File: src/rtl/cos_port_pkg.sv
package cos_port_pkg;

    localparam int GROUP_W    = 8;
    localparam int NUM_GROUPS = 6;
    localparam int LINES      = GROUP_W * NUM_GROUPS;
    localparam int ADDR_W     = 3;
    localparam int DATA_W     = 8;
    localparam int SYNC_DEPTH = 2;
    localparam int GSEL_W     = $clog2(NUM_GROUPS);

    localparam logic [ADDR_W-1:0] STATUS_OFS = 3'd7;
    localparam logic [ADDR_W-1:0] HOLE_OFS   = 3'd3;

    typedef logic [NUM_GROUPS-1:0] grp_vec_t;

    // Status byte layout: bit 7 reserved zero, bit 6 pending (active low), bits 5:0 group flags
    typedef struct packed {
        logic     rsvd;
        logic     pend_n;
        grp_vec_t flags;
    } status_t;

    typedef enum logic [1:0] {
        SEL_GROUP  = 2'd0,
        SEL_STATUS = 2'd1,
        SEL_HOLE   = 2'd2
    } sel_kind_e;

    typedef struct packed {
        sel_kind_e         kind;
        logic [GSEL_W-1:0] grp;
    } rd_sel_t;

    // Offsets below the hole map directly, offsets above it are shifted down by one
    function automatic rd_sel_t decode_offset(logic [ADDR_W-1:0] ofs);
        rd_sel_t s;
        s.kind = SEL_GROUP;
        s.grp  = '0;
        if (ofs == STATUS_OFS) begin
            s.kind = SEL_STATUS;
        end else if (ofs == HOLE_OFS) begin
            s.kind = SEL_HOLE;
        end else if (ofs < HOLE_OFS) begin
            s.grp = GSEL_W'(ofs);
        end else begin
            s.grp = GSEL_W'(ofs - 3'd1);
        end
        return s;
    endfunction

endpackage

File: src/rtl/cos_sync.sv
module cos_sync #(
    parameter int W     = 48,
    parameter int DEPTH = 2
) (
    input  logic         clk,
    input  logic         rst,
    input  logic [W-1:0] async_in,
    output logic [W-1:0] sync_out
);

    logic [W-1:0] stage_q [DEPTH];

    always_ff @(posedge clk) begin
        if (rst) begin
            for (int i = 0; i < DEPTH; i++) begin
                stage_q[i] <= '0;
            end
        end else begin
            stage_q[0] <= async_in;
            for (int i = 1; i < DEPTH; i++) begin
                stage_q[i] <= stage_q[i-1];
            end
        end
    end

    assign sync_out = stage_q[DEPTH-1];

endmodule

File: src/rtl/cos_change_det.sv
module cos_change_det
    import cos_port_pkg::*;
#(
    parameter int GW = GROUP_W,
    parameter int NG = NUM_GROUPS
) (
    input  logic            clk,
    input  logic            rst,
    input  logic [GW*NG-1:0] level,
    output logic [NG-1:0]   grp_chg
);

    logic [GW*NG-1:0] prev_q;

    always_ff @(posedge clk) begin
        if (rst) begin
            prev_q <= '0;
        end else begin
            prev_q <= level;
        end
    end

    // Any toggle in either direction inside a group marks that group
    for (genvar g = 0; g < NG; g++) begin : g_grp
        assign grp_chg[g] = |(level[g*GW +: GW] ^ prev_q[g*GW +: GW]);
    end

endmodule

File: src/rtl/cos_status_ctrl.sv
module cos_status_ctrl
    import cos_port_pkg::*;
(
    input  logic     clk,
    input  logic     rst,
    input  logic     arm_we,
    input  grp_vec_t arm_wdata,
    input  logic     ack,
    input  grp_vec_t grp_chg,
    output grp_vec_t arm_mask,
    output grp_vec_t grp_flags,
    output logic     irq
);

    grp_vec_t armed_chg;
    grp_vec_t flags_d;

    assign armed_chg = grp_chg & arm_mask;

    always_comb begin
        flags_d = ack ? '0 : grp_flags;
        flags_d = flags_d | armed_chg;
    end

    always_ff @(posedge clk) begin
        if (rst) begin
            arm_mask  <= '0;
            grp_flags <= '0;
        end else begin
            if (arm_we) begin
                arm_mask <= arm_wdata;
            end
            grp_flags <= flags_d;
        end
    end

    assign irq = |grp_flags;

endmodule

File: src/rtl/cos_input_port.sv
module cos_input_port
    import cos_port_pkg::*;
(
    input  logic               clk,
    input  logic               rst,
    input  logic [LINES-1:0]   in_lines,
    input  logic [ADDR_W-1:0]  bus_addr,
    input  logic               bus_wr,
    input  logic [DATA_W-1:0]  bus_wdata,
    input  logic               bus_rd,
    output logic [DATA_W-1:0]  bus_rdata,
    output logic               irq
);

    logic [LINES-1:0] sync_lines;
    grp_vec_t         grp_chg;
    grp_vec_t         arm_mask;
    grp_vec_t         grp_flags;
    rd_sel_t          rsel;
    status_t          stat;
    logic             status_ack;
    logic             arm_we;
    logic             unused_wdata_hi;

    assign unused_wdata_hi = ^bus_wdata[DATA_W-1:NUM_GROUPS];

    cos_sync #(.W(LINES), .DEPTH(SYNC_DEPTH)) sync_i (
        .clk      (clk),
        .rst      (rst),
        .async_in (in_lines),
        .sync_out (sync_lines)
    );

    cos_change_det #(.GW(GROUP_W), .NG(NUM_GROUPS)) det_i (
        .clk     (clk),
        .rst     (rst),
        .level   (sync_lines),
        .grp_chg (grp_chg)
    );

    assign arm_we     = bus_wr && (bus_addr == STATUS_OFS);
    assign status_ack = bus_rd && (bus_addr == STATUS_OFS);

    cos_status_ctrl ctrl_i (
        .clk       (clk),
        .rst       (rst),
        .arm_we    (arm_we),
        .arm_wdata (bus_wdata[NUM_GROUPS-1:0]),
        .ack       (status_ack),
        .grp_chg   (grp_chg),
        .arm_mask  (arm_mask),
        .grp_flags (grp_flags),
        .irq       (irq)
    );

    always_comb begin
        stat.rsvd   = 1'b0;
        stat.pend_n = ~irq;
        stat.flags  = grp_flags;
    end

    assign rsel = decode_offset(bus_addr);

    always_comb begin
        bus_rdata = '0;
        if (bus_rd) begin
            unique case (rsel.kind)
                SEL_GROUP:  bus_rdata = sync_lines[int'(rsel.grp)*GROUP_W +: GROUP_W];
                SEL_STATUS: bus_rdata = stat;
                default:    bus_rdata = '0;
            endcase
        end
    end

endmodule

File: config.mk
export PLATFORM = sky130hd
export DESIGN_NAME = cos_input_port
export DESIGN_NICKNAME = d
export VERILOG_FILES = /design/src/rtl/cos_port_pkg.sv /design/src/rtl/cos_sync.sv /design/src/rtl/cos_change_det.sv /design/src/rtl/cos_status_ctrl.sv /design/src/rtl/cos_input_port.sv
export SDC_FILE = /design/constraint.sdc
export NUM_CORES = 1
export LEC_CHECK = 0
export BUFFER_PORTS_ARGS = -buffer_cell sky130_fd_sc_hd__buf_4
export CAP_MARGIN = 15
export CELL_PAD_IN_SITES_DETAIL_PLACEMENT = 1
export CELL_PAD_IN_SITES_GLOBAL_PLACEMENT = 1
export CORE_UTILIZATION = 40
export CTS_CLUSTER_SIZE = 25
export DETAILED_ROUTE_END_ITERATION = 12
export PLACE_DENSITY = 0.75
export SLEW_MARGIN = 5
export SYNTH_ARGS = -nofsm -noshare
export SYNTH_HDL_FRONTEND = slang
export SYNTH_HIERARCHICAL = 1
export SYNTH_SLANG_ARGS = --single-unit
File: constraint.sdc
create_clock -name clk -period 4 [get_ports clk]
set_input_delay 0.4 -clock clk [delete_from_list [all_inputs] [get_ports clk]]
set_output_delay 0.4 -clock clk [all_outputs]
set_load 0.01 [all_outputs]
==> results of run 1 <==
-- kinds of logic after synthesis --
logic type / Yosys count
buffers and inverters: 86
AND/OR/NAND/NOR: 236
multiplexers: 6
XOR/XNOR: 48
flip-flops: 156
AO/OA/AOI/OAI: 74
adder cells (fa/ha/maj): 2
-- layer usage --
layer,GRT usage (%),up-vias,wire length (um)
met5,0,-,0
met4,7.82,0,237
met3,3.78,16,512
met2,26.5,87,5570
met1,21.1,1837,5860
li1,-,1952,-
-- layout by cell type, fill, tap and decap left out --
master	count
a211oi_1	6
o21ai_0	13
clkinvlp_4	2
mux2i_1	6
nor2b_1	144
nand2b_1	7
a21boi_0	7
o211ai_1	7
bufinv_16	5
and4b_4	1
nor2b_2	1
inv_1	4
clkbuf_16	17
ha_1	2
o221ai_1	1
o21ai_1	1
clkinv_4	2
buf_4	73
o221ai_2	7
xor2_1	48
nor2_1	30
nor4_1	14
or2_4	1
a2bb2oi_1	7
clkbuf_8	5
o2111ai_2	1
nand2_1	15
or2_2	1
nor4b_4	1
and3_1	3
nor3_1	17
or3_1	1
a21oi_1	23
dfxtp_1	156
o21a_1	1
-- final cells by class --
type,count,area share (%)
inverters,4,0.214
flip-flops and latches,156,44.6
repair buffers,73,7.82
well taps,184,3.29
multi-input cells,366,34.4
clock buffers,22,7.06
clock inverters,9,2.61
-- worst paths after layout --
check	start	end	slack, ns	cells past startpoint
hold reg to reg	sync_i/stage_q[0][9]	sync_i/stage_q[0][57]	0.43	1
setup reg to reg	sync_i/stage_q[0][50]	ctrl_i/grp_flags[0]	2.68	5
hold / removal	in_lines[9]	sync_i/stage_q[0][9]	0.19	2
setup / recovery	bus_addr[0]	bus_rdata[7]	0.89	7
-- power breakdown --
part           total (mW)  switching [mW]  internal, mW  leakage (nW)
Combinational       0.271           0.137         0.134          1.39
Sequential           1.65          0.0356          1.62          1.28
Clock                1.80           0.611          1.19         0.325
-- per-stage QoR --
| step | utilization (%) | cell area, um2 | setup slack (ns) | std cells |
|---|---|---|---|---|
| CTS | 47.5 | 7000 | 0.883 | 814 |
| global placement | 42.9 | 6330 | 0.960 | 783 |
| global route | 47.5 | 7000 | 0.714 | 814 |
| floorplan | - | 6120 | 1.43 | 608 |
| finish | 47.5 | 7000 | 0.888 | 814 |
| detailed placement | 42.9 | 6330 | 0.889 | 783 |
-- flip-flops by register name, indices dropped and copies added (netlist names) --
signal,cells
ctrl_i/grp_flags,6
det_i/prev_q,48
ctrl_i/arm_mask,6
sync_i/stage_q,96
==> metrics.cfg, run 1 <==
[worst_setup_path]
worstPathArrival_ns = 2.71
crit_fanout = 20
start_kind = input pin
worst_path_most_repeated_cell = buf_4
cp_cell_sequence = buf_4 -> ha_1 -> buf_4 -> nor4b_4 -> nand2b_1 -> o221ai_1 -> buf_4
slowest_stage = nor4b_4
crit_buf_inv = 3
endpoint_kind = output pin
crit_family = simple AND/OR/NAND/NOR gates
slowest_delay_ns = 0.54
cp.required_ns = 3.60
path_class = input pin to output pin

[power]
max-vdd-ir-drop_mv = 0.297
p_leak_nw = 2.99
finalPower_mw = 3.72
power_density_nw_per_um2 = 531

[finish]
fin_nets = 683
drive_gt1_share_pct = 18.6
syn_to_final_growth_pct = 14.4
antenna_cells = 0
fill_cells = 1600
regArea_um2 = 3120
multi_input_area_um2 = 2410

[yosys]
synth_edf_count = 0
synth_compound_area_share_pct = 8.71
synth_area_um2 = 6120
ys.flop_type = dfxtp_1
synth_top_cell_by_area = dfxtp_1
synth_top_area_share_pct = 51.0
synth_xor_xnor_area_share_pct = 6.87
yosys-top-cells-count = dfxtp_1, nor2b_1, buf_4
synthTopCellsByArea = dfxtp_1, nor2b_1, xor2_1, buf_4, a21oi_1
synth_nets = 673
synthArstFlopShare_pct = 0
synth_fa_ha_area_share_pct = 0.409
synth_cell_types = 34
seq_area_frac_synth_pct = 51.0
syn_avg_cell_area_um2 = 10.1
ys_ff_latch = 156
post-synth-top-count-cell = dfxtp_1
synthSimpleGateAreaFrac_pct = 22.4
synthMuxAreaShare_pct = 0.981
ys_warn_count = 6
synth_top_family_by_area = simple AND/OR/NAND/NOR gates
synthCells = 608

[route]
post-route-drc-count = 0
drtAntennaViolNets = 0
vias_per_cell = 4.78
vias = 3892
wl_mm = 12.2
dr.pass1.iters = 4
drt-initial-drc-count = 186
wl_per_cell_um = 15.0

[sta]
fin_worst_skew_ns = 0.00367
setup_viol = 0
layout_worst_path_cycle_share_pct = 77.8
max_freq_ghz = 0.321
hold_violations = 0
setup_tns_ns = 0
slew_violations = 0
fin_crit_ns = 3.11
relSlewSlack_pct = 51.6
worst_pin_slew_ns = 0.724
rsz0062_at_grt = false
hold_slack_ns = 0.190

[floorplan]
initial_core_util_pct = 41.5
core_area_um2 = 14800
die_x_um = 126
die_h_um = 126
die_area_um2 = 15800
num_rows = 44
io_pins = 72

[global_route]
grt_usage_pct = 16.5
grt_pass1_vias = 4113
grt_pass1_wl_mm = 20.3
grt_overflow = 0
antenna_found_initial = 0
grt_max_degree = 71

[job]
drv_cap = 0

[clock_network]
cts_tree = done
cts_buffer_depth = 2
insertion_delay_ns = 0.42
htree_levels = 4
cts-buffers-inserted = 17
cts-root-buf = clkbuf_16
cts_resized = 0
post_cts_buffers = 0
path_clk_slew_ns = 0.06
postCtsHoldBufs = 0
cts.sinks = 156

[worst_hold_path]
min_path_type = input pin to flip-flop

[run_status]
outcome = finished, final reports clean

[placed_design]
place_congestion = 0.919
io_buffers = 69
hpwl_mm = 8.91

(Power assumes the default switching activity.)
==> run 2, diff against run 1 <==
==> constraint.sdc (replaced) <==
create_clock -name clk -period 3 [get_ports clk]
set_input_delay 0.3 -clock clk [delete_from_list [all_inputs] [get_ports clk]]
set_output_delay 0.3 -clock clk [all_outputs]
set_load 0.01 [all_outputs]
==> run 2 against run 1 <==
Compared with the run above: final cell count grew 0.25%; critical path depth grew 1; design area down 0.84%; sequential cell count unchanged; non-clock buffer count rose by 1; worst setup slack worse by 0.50 ns; highest routed layer unchanged; power up 26%; critical path type unchanged; hold slack lost 0.10 ns.
==> metrics.cfg, run 2 (synthesis results as in run 1) <==
[finish]
top_regs = sync_i/stage_q: 96 flops, det_i/prev_q: 48 flops
final_common_cell = dfxtp_1
drive_gt1_share_pct = 18.4
fin_area_um2 = 6950
multi_input_area_um2 = 2410
antenna_cells = 0
largest_reg_flops = 96
syn_to_final_growth_pct = 13.4
regArea_um2 = 3120
fin_nets = 684
top_register = sync_i/stage_q
final_cell_mix = dfxtp_1, nor2b_1, buf_4, xor2_1, nor2_1
fill_cells = 1627

[worst_setup_path]
crit_buf_inv = 3
crit_cells = 8
cp_cell_sequence = buf_4 -> inv_1 -> ha_1 -> o21ai_0 -> and3_1 -> nand2b_1 -> o221ai_1 -> buf_4
critPathCapture = bus_rdata[7]
crit_family = simple AND/OR/NAND/NOR gates
worst_path_most_repeated_cell = buf_4
path_class = input pin to output pin
reg2reg_to = ctrl_i/grp_flags[5]
rrSetupSlack_ns = 1.64
cp.required_ns = 2.70
crit_start = bus_addr[0]
slowest_delay_ns = 0.48
crit_fanout = 20
r2r_cells = 5
worstPathArrival_ns = 2.31
slowest_stage = nand2b_1
r2r-start = sync_i/stage_q[0][90]
endpoint_kind = output pin
start_kind = input pin

[global_route]
grt_usage_pct = 16.7
grt_overflow = 0
grt_pass1_wl_mm = 20.0
antenna_found_initial = 0
grt_pass1_vias = 3978
grt_max_degree = 81

[clock_network]
cts.sinks = 156
insertion_delay_ns = 0.42
cts-buffers-inserted = 17
cts_tree = done
cts_buffer_depth = 2
postCtsHoldBufs = 0
cts_resized = 0
cts-root-buf = clkbuf_16
post_cts_buffers = 0
htree_levels = 4
path_clk_slew_ns = 0.06

[sta]
setup_tns_ns = 0
fin_worst_skew_ns = 0.00791
hold_violations = 0
worst_pin_slew_ns = 0.741
slew_violations = 0
max_freq_ghz = 0.383
setup_viol = 0
rsz0062_at_grt = false
fin_crit_ns = 2.61
relSlewSlack_pct = 50.4
layout_worst_path_cycle_share_pct = 86.9

[route]
wl_mm = 12.4
vias = 3910
drt-initial-drc-count = 204
post-route-drc-count = 0
dr.pass1.iters = 4
vias_per_cell = 4.79
wl_per_cell_um = 15.2
drtAntennaViolNets = 0

[floorplan]
io_pins = 72
die_x_um = 126
die_h_um = 126
initial_core_util_pct = 41.5
core_area_um2 = 14800
die_area_um2 = 15800
num_rows = 44

[worst_hold_path]
min_path_type = input pin to flip-flop

[placed_design]
io_buffers = 69
place_congestion = 0.897
placed_area_um2 = 6350
hpwl_mm = 8.76

[job]
drv_cap = 0

[run_status]
outcome = finished, final reports clean

[power]
p_leak_nw = 2.97
power_density_nw_per_um2 = 677
max-vdd-ir-drop_mv = 0.393

## run 2: worst min path at each step
stage	to	start	cells after the start	slack (ns)
after CTS	sync_i/stage_q[0][36]	in_lines[36]	2	0.07
after global placement	sync_i/stage_q[0][57]	sync_i/stage_q[0][9]	1	0.42
after detailed placement	sync_i/stage_q[0][71]	sync_i/stage_q[0][23]	1	0.42
final	sync_i/stage_q[0][36]	in_lines[36]	2	0.09
after global routing	sync_i/stage_q[0][25]	in_lines[25]	2	0.08
after floorplan	ctrl_i/grp_flags[0]	rst	1	0.37
## run 2: layer usage
metal	vias to the layer above	GRT usage, %	wire length (um)
li1	1957	-	-
met1	1848	21.1	5830
met3	16	4.80	603
met5	-	0	0
met2	89	26.5	5740
met4	0	7.75	209
## run 2: layout make-up
cell class	count	area share (%)
well taps	184	3.31
inverters	4	0.216
clock inverters	8	1.53
repair buffers	74	8.18
flip-flops and latches	156	45.0
clock buffers	24	7.08
multi-input cells	366	34.7
## run 2: power breakdown
group / internal [mW] / switching (mW)
logic: 0.181 / 0.186
clock network: 1.32 / 0.814
registers: 2.15 / 0.0486
## run 2: metrics by stage
step | hold slack [ns] | std cells | total power [mW] | utilization (%) | setup slack [ns]
final | 0.0888 | 816 | 4.70 | 47.1 | 0.392
after global routing | 0.0752 | 816 | 4.89 | 47.1 | 0.254
after CTS | 0.0681 | 816 | 4.76 | 47.1 | 0.404
after detailed placement | 0.425 | 784 | 2.61 | 43.0 | 0.408
after global placement | 0.424 | 784 | 2.60 | 43.0 | 0.504
after floorplan | 0.369 | 608 | 2.51 | - | 0.634
